## config.mk

```make
export PLATFORM = sky130hd
export DESIGN_NAME = apt_top
export DESIGN_NICKNAME = d
export VERILOG_FILES = /design/src/rtl/apt_pkg.sv /design/src/rtl/apt_datapath.sv /design/src/rtl/apt_ctrl.sv /design/src/rtl/apt_top.sv
export SDC_FILE = /design/constraint.sdc
export NUM_CORES = 1
export LEC_CHECK = 0
export ABC_CLOCK_PERIOD_IN_PS = 2280
export BUFFER_PORTS_ARGS = -buffer_cell sky130_fd_sc_hd__buf_2
export CORE_MARGIN = 4
export CORE_UTILIZATION = 50
export DETAILED_ROUTE_END_ITERATION = 8
export PLACE_DENSITY = 0.67
export SLEW_MARGIN = 15
export SYNTH_ARGS = -nofsm -noshare
export SYNTH_HDL_FRONTEND = slang
export SYNTH_SLANG_ARGS = --single-unit
```

## constraint.sdc

```tcl
create_clock -name clk -period 2.28 [get_ports clk]
set_input_delay 0.456 -clock clk [delete_from_list [all_inputs] [get_ports clk]]
set_output_delay 0.456 -clock clk [all_outputs]
set_load 0.05 [all_outputs]
```

## src/rtl/apt_pkg.sv

```systemverilog
package apt_pkg;

  typedef enum logic [1:0] {
    OP_NOP   = 2'd0,
    OP_ACT   = 2'd1,
    OP_READ  = 2'd2,
    OP_WRITE = 2'd3
  } cmdOp_e;

  typedef enum logic [1:0] {
    BK_IDLE,
    BK_OPEN,
    BK_APWAIT,
    BK_PRECH
  } bankState_e;

  // strobes sent from control to the per-bank counters
  typedef struct packed {
    logic loadRas;
    logic loadBurst;
    logic burstWrite;
    logic loadRp;
  } bankStrobe_t;

endpackage

```

## src/rtl/apt_datapath.sv

```systemverilog
module apt_datapath
  import apt_pkg::*;
#(
  parameter int NUM_BANKS = 4,
  parameter int T_RAS     = 8,
  parameter int T_RP      = 3,
  parameter int CAS_LAT   = 3,
  parameter int BURST_LEN = 4,
  parameter int T_WR      = 3
) (
  input  logic                        clk,
  input  logic                        rstN,
  input  bankStrobe_t [NUM_BANKS-1:0] strobe,
  output logic [NUM_BANKS-1:0]        rasZero,
  output logic [NUM_BANKS-1:0]        burstZero,
  output logic [NUM_BANKS-1:0]        rpZero
);

  localparam int READ_SPAN  = CAS_LAT + BURST_LEN / 2;
  localparam int WRITE_SPAN = 1 + BURST_LEN / 2 + T_WR;
  localparam int SPAN_MAX   = (READ_SPAN > WRITE_SPAN) ? READ_SPAN : WRITE_SPAN;
  localparam int MAX_A      = (T_RAS > T_RP) ? T_RAS : T_RP;
  localparam int MAX_ALL    = (MAX_A > SPAN_MAX) ? MAX_A : SPAN_MAX;
  localparam int CW         = $clog2(MAX_ALL + 1);

  localparam logic [CW-1:0] RAS_LOAD   = CW'(T_RAS - 1);
  localparam logic [CW-1:0] RP_LOAD    = CW'(T_RP - 1);
  localparam logic [CW-1:0] READ_LOAD  = CW'(READ_SPAN - 1);
  localparam logic [CW-1:0] WRITE_LOAD = CW'(WRITE_SPAN - 1);

  for (genvar b = 0; b < NUM_BANKS; b++) begin : gBank
    logic [CW-1:0] rasLeft;
    logic [CW-1:0] burstLeft;
    logic [CW-1:0] rpLeft;

    always_ff @(posedge clk) begin
      if (!rstN) begin
        rasLeft   <= '0;
        burstLeft <= '0;
        rpLeft    <= '0;
      end else begin
        if (strobe[b].loadRas)       rasLeft <= RAS_LOAD;
        else if (rasLeft != '0)      rasLeft <= rasLeft - 1'b1;

        if (strobe[b].loadBurst)     burstLeft <= strobe[b].burstWrite ? WRITE_LOAD : READ_LOAD;
        else if (burstLeft != '0)    burstLeft <= burstLeft - 1'b1;

        if (strobe[b].loadRp)        rpLeft <= RP_LOAD;
        else if (rpLeft != '0)       rpLeft <= rpLeft - 1'b1;
      end
    end

    assign rasZero[b]   = (rasLeft == '0);
    assign burstZero[b] = (burstLeft == '0);
    assign rpZero[b]    = (rpLeft == '0);

    // a launch from control must only come once both limits have expired
    AST_LAUNCH_AFTER_LIMITS: assert property (@(posedge clk) disable iff (!rstN)
      strobe[b].loadRp |-> (rasLeft == '0 && burstLeft == '0));
  end

endmodule

```

## src/rtl/apt_ctrl.sv

```systemverilog
module apt_ctrl
  import apt_pkg::*;
#(
  parameter int NUM_BANKS = 4,
  parameter int T_RP      = 3,
  localparam int BANK_BITS = (NUM_BANKS > 1) ? $clog2(NUM_BANKS) : 1
) (
  input  logic                        clk,
  input  logic                        rstN,
  input  logic                        cmdValid,
  input  cmdOp_e                      cmdOp,
  input  logic [BANK_BITS-1:0]        cmdBank,
  input  logic                        cmdAutoPre,
  input  logic [NUM_BANKS-1:0]        rasZero,
  input  logic [NUM_BANKS-1:0]        burstZero,
  input  logic [NUM_BANKS-1:0]        rpZero,
  output bankStrobe_t [NUM_BANKS-1:0] strobe,
  output logic [NUM_BANKS-1:0]        bankReady,
  output logic [NUM_BANKS-1:0]        preStart,
  output logic [NUM_BANKS-1:0]        violation
);

  logic isRw;
  assign isRw = (cmdOp == OP_READ) || (cmdOp == OP_WRITE);

  for (genvar b = 0; b < NUM_BANKS; b++) begin : gBank
    bankState_e state, stateNext;
    logic cmdHit, rdy, closed, legal, accept, reject, launch, violReg;

    assign cmdHit = cmdValid && (cmdOp != OP_NOP) && (cmdBank == BANK_BITS'(b));
    assign closed = (state == BK_IDLE) || (state == BK_PRECH && rpZero[b]);
    assign rdy    = closed || (state == BK_OPEN);
    assign legal  = rdy && (((cmdOp == OP_ACT) && closed) || (isRw && state == BK_OPEN));
    assign accept = cmdHit && legal;
    assign reject = cmdHit && !legal;
    assign launch = (state == BK_APWAIT) && rasZero[b] && burstZero[b];

    always_comb begin
      stateNext = state;
      unique case (state)
        BK_IDLE:   if (accept) stateNext = BK_OPEN;
        BK_OPEN:   if (accept && isRw && cmdAutoPre) stateNext = BK_APWAIT;
        BK_APWAIT: if (launch) stateNext = BK_PRECH;
        BK_PRECH:  if (rpZero[b]) stateNext = accept ? BK_OPEN : BK_IDLE;
        default:   stateNext = BK_IDLE;
      endcase
    end

    always_ff @(posedge clk) begin
      if (!rstN) begin
        state   <= BK_IDLE;
        violReg <= 1'b0;
      end else begin
        state   <= stateNext;
        violReg <= reject;
      end
    end

    assign strobe[b].loadRas    = accept && (cmdOp == OP_ACT);
    assign strobe[b].loadBurst  = accept && isRw;
    assign strobe[b].burstWrite = (cmdOp == OP_WRITE);
    assign strobe[b].loadRp     = launch;

    assign bankReady[b] = rdy;
    assign preStart[b]  = launch;
    assign violation[b] = violReg;

    AST_BUSY_CMD_FLAGGED: assert property (@(posedge clk) disable iff (!rstN)
      (cmdHit && !bankReady[b]) |=> violation[b]);
    AST_OPEN_ACT_FLAGGED: assert property (@(posedge clk) disable iff (!rstN)
      (cmdHit && cmdOp == OP_ACT && state == BK_OPEN) |=> violation[b]);
    AST_SINGLE_LAUNCH: assert property (@(posedge clk) disable iff (!rstN)
      preStart[b] |=> !preStart[b]);
    AST_HOLD_AFTER_LAUNCH: assert property (@(posedge clk) disable iff (!rstN)
      (preStart[b] && T_RP > 1) |=> !bankReady[b]);
  end

endmodule

```

## src/rtl/apt_top.sv

```systemverilog
module apt_top
  import apt_pkg::*;
#(
  parameter int NUM_BANKS = 4,
  parameter int T_RAS     = 8,
  parameter int T_RP      = 3,
  parameter int CAS_LAT   = 3,
  parameter int BURST_LEN = 4,
  parameter int T_WR      = 3,
  localparam int BANK_BITS = (NUM_BANKS > 1) ? $clog2(NUM_BANKS) : 1
) (
  input  logic                 clk,
  input  logic                 rstN,
  input  logic                 cmdValid,
  input  logic [1:0]           cmdOp,
  input  logic [BANK_BITS-1:0] cmdBank,
  input  logic                 cmdAutoPre,
  output logic [NUM_BANKS-1:0] bankReady,
  output logic [NUM_BANKS-1:0] preStart,
  output logic [NUM_BANKS-1:0] violation
);

  bankStrobe_t [NUM_BANKS-1:0] strobe;
  logic [NUM_BANKS-1:0] rasZero, burstZero, rpZero;

  apt_ctrl #(
    .NUM_BANKS(NUM_BANKS),
    .T_RP     (T_RP)
  ) uCtrl (
    .clk       (clk),
    .rstN      (rstN),
    .cmdValid  (cmdValid),
    .cmdOp     (cmdOp_e'(cmdOp)),
    .cmdBank   (cmdBank),
    .cmdAutoPre(cmdAutoPre),
    .rasZero   (rasZero),
    .burstZero (burstZero),
    .rpZero    (rpZero),
    .strobe    (strobe),
    .bankReady (bankReady),
    .preStart  (preStart),
    .violation (violation)
  );

  apt_datapath #(
    .NUM_BANKS(NUM_BANKS),
    .T_RAS    (T_RAS),
    .T_RP     (T_RP),
    .CAS_LAT  (CAS_LAT),
    .BURST_LEN(BURST_LEN),
    .T_WR     (T_WR)
  ) uData (
    .clk      (clk),
    .rstN     (rstN),
    .strobe   (strobe),
    .rasZero  (rasZero),
    .burstZero(burstZero),
    .rpZero   (rpZero)
  );

endmodule

```

==> metrics.md <==
| Metric | Value |
|---|---|
| Wire per inst | `12.9 µm` |
| EDFF count, synth | `0` |
| Die area | `8540 µm²` |
| Pint | `3.06 mW` |
| Post-synthesis sequential area ratio | `0.337` |
| Ports | `20` |
| Starting DRT DRC Count | `86` |
| Post-synthesis register bit count | `60` |
| Hold Crit Class | `in -> reg` |
| Post-synth top area share | `0.337` |
| Gr ovfl total | `0` |
| Combinational Power Share | `0.486` |
| VDD IR max | `0.000661 V` |
| Period Utilization, post-route | `0.971` |
| Largest net degree at the start of global routing | `29` |
| CP Max Fanout | `4` |
| Die width | `92.4 µm` |
| Layout cells sized above 1 | `0.177` |
| Final worst path period need | `2.21 ns` |
| Detailed Place HPWL | `5040 µm` |
| Worst R2R Setup Slack | `0.37 ns` |
| Syn Area/Cell | `8.37 µm²` |
| # H-tree levels | `3` |
| Clock-pin slew of the registers on the worst-case setup and hold paths | `0.07 ns` |
| Cell taking the most area after synthesis | `dfxtp_1` |
| Fill count | `622` |
| Multi-input logic area | `2140 µm²` |
| WHS | `0.460 ns` |
| Worst-Skew Late Latency | `0.34 ns` |
| Post-synthesis async set-or-reset flop share | `0` |
| Dpl cells | `519` |
| Post-route setup TNS | `0 ns` |
| Area Growth Syn to Fin | `12.1%` |
| Worst EP arrival | `1.76 ns` |
| Row cnt | `30` |
| Critical Path RT | `1.82 ns` |
| Pwr Density | `1240 nW/µm²` |
| Sw power | `1.90 mW` |
| Core area | `6870 µm²` |
| Fin cells | `543` |
| Vias in the first global route | `2646` |
| Via count | `2922` |
| Top cells by area, synth | `dfxtp_1 (34%), ha_1 (13%), nor2_1 (5.6%)` |
| Sw Ratio | `0.384` |
| Final hold violation count | `0` |
| CP Class | `reg -> out` |
| Register area | `1200 µm²` |
| Max-cap viol count | `0` |
| Max Freq | `452 MHz` |
| Root Buffer | `clkbuf_8` |
| Post-route ant nets | `0` |
| Lkg Pwr | `1.76 nW` |
| Pins over their slew limit | `0` |
| Synthesized area | `3560 µm²` |
| Warnings from Yosys | `0` |
| Clock Power Share | `0.196` |
| Total track usage | `0.169` |
| Drc violations | `0` |
| Syn nets | `470` |
| Most frequent cells in the layout | `dfxtp_1 (57), nor2_1 (51), a21oi_1 (33), ha_1 (32), inv_1 (26)` |
| Num CTS Buffers | `9` |
| Max clock buf depth | `2` |
| Initial Util | `0.519` |
| Placer Congestion | `0.871` |
| Final setup fails | `0` |
| Hold buffers post-CTS | `0` |
| Sequential power share | `0.318` |
| Unique masters post-synth | `52` |
| # diodes | `0` |
| Most common cell after layout, fill and taps aside | `dfxtp_1` |
| Clock Sinks | `60` |
| Startpoint Class | `flop` |
| Worst Tran Pin Value | `0.533 ns` |
| First drt pass iteration count | `4` |
| Height of the die | `92.4 µm` |
| Number of nets in the layout | `486` |
| Final Skew | `0.00690 ns` |
| Crit. End Element | `output pin` |
| Status | `finished, final reports clean` |
| Syn Inst Count | `426` |
| Detailed Route WL | `7030 µm` |
| TritonCTS clock tree | `built` |
| Global-route wire length before repair | `11600 µm` |
| Vias per Instance | `5.38` |
| Post-synth top flop | `dfxtp_1` |
| Initial antenna violation count | `0` |
| Slew headroom | `0.644` |
| I/O Buffers | `19` |
==> power groups by stage <==
| stage | Combinational, mW | Sequential [mW] | Clock [mW] |
|---|---|---|---|
| after detailed placement | 2.13 | 1.57 | 0 |
| after CTS | 2.21 | 1.55 | 0.999 |
| after global placement | 2.06 | 1.56 | 0 |
| after floorplan | 1.87 | 1.51 | 0 |
| final | 2.42 | 1.58 | 0.973 |
| after global routing | 2.71 | 1.62 | 1.05 |
==> worst max-delay path, stage by stage, from the launching register on <==
cell and delay, ns:
dfxtp_1 0.32, inv_2 0.08, ha_2 0.18, or3b_4 0.42, nor2_4 0.10, nand2_2 0.07
inv_1 0.08, buf_6 0.16
==> synthesized netlist by cell type (all sizes together), types with 2 or more instances <==
| library cell | number |
|---|---|
| o31ai | 5 |
| nand4b | 2 |
| nor4 | 4 |
| and3 | 4 |
| a22o | 2 |
| nor3b | 4 |
| mux2i | 11 |
| nand3 | 8 |
| o211ai | 3 |
| or3 | 11 |
| nor2 | 53 |
| a311oi | 2 |
| o21ai | 15 |
| nand3b | 3 |
| nand2b | 2 |
| xor2 | 6 |
| clkbuf | 6 |
| or4b | 2 |
| buf | 19 |
| inv | 34 |
| o21a | 7 |
| and2b | 2 |
| nor3 | 24 |
| o211a | 4 |
| xnor2 | 10 |
| nand2 | 25 |
| a31oi | 3 |
| o2111a | 3 |
| a211oi | 4 |
| ha | 36 |
| or3b | 7 |
| a21oi | 33 |
| and2 | 4 |
| dfxtp | 60 |
==> path summary, 6_finish.rpt <==
check                                            startpoint                   endpoint  cells after the start
worst min register to register     uData.gBank[2].rpLeft[3]   uData.gBank[2].rpLeft[3]                      2
worst max-delay path            uData.gBank[3].burstLeft[0]                preStart[3]                      7
worst max register to register    uData.gBank[0].rasLeft[1]    uCtrl.gBank[0].state[1]                      8
worst min-delay path                                   rstN  uData.gBank[1].rasLeft[0]                      2
==> layer usage <==
| metal | global-route usage | up-vias | share of wire |
|---|---|---|---|
| met5 | 0 | - | 0 |
| met4 | 0.0854 | 0 | 0.020 |
| met3 | 0.0422 | 15 | 0.039 |
| met2 | 0.277 | 43 | 0.48 |
| met1 | 0.205 | 1359 | 0.46 |
| li1 | - | 1505 | - |
==> kinds of logic after synthesis <==
kind of cell               count (synthesis)  share of synthesized area
DFF                                       60                      0.337
AOI/OAI and AO/OA                         87                      0.163
buffers and inverters                     59                     0.0793
muxes                                     11                     0.0309
xor gates and xnor gates                  16                     0.0393
and+or+nand+nor                          157                      0.224
adders and majority gates                 36                      0.126
==> registers in the layout, summed over array words and instances (netlist names) <==
register               flops
uCtrl.gBank.state          8
uCtrl.gBank.violReg        4
uData.gBank.rpLeft        16
uData.gBank.rasLeft       16
uData.gBank.burstLeft     16
==> area by class of cell <==
cell class / count / area share
sequential: 60 / 0.302
timing repair buffer: 30 / 0.0507
clock inverter: 4 / 0.0119
inverter: 34 / 0.0319
multi-input combinational: 307 / 0.535
tap: 96 / 0.0301
clock buffer: 12 / 0.0388
==> stage by stage <==
| step | total power [mW] | area, µm² | utilization | setup slack, ns |
|---|---|---|---|---|
| after floorplan | 3.39 | 3560 | - | 0.303 |
| after global placement | 3.62 | 3650 | 0.531 | 0.239 |
| after detailed placement | 3.70 | 3650 | 0.531 | 0.200 |
| after CTS | 4.76 | 3880 | 0.566 | 0.0129 |
| after global routing | 5.37 | 4000 | 0.582 | -0.0153 |
| final | 4.97 | 4000 | 0.582 | 0.0657 |
==> what timing repair did <==
| action | 4_1_cts | 5_1_grt |
|---|---|---|
| endpoints found under the setup margin | 4 | 5 |
| setup buffers | 0 | 8 |
| gates resized for setup | 12 | 24 |
| pin swaps | 0 | 3 |
No activity file was read; power rests on OpenSTA's default activity.
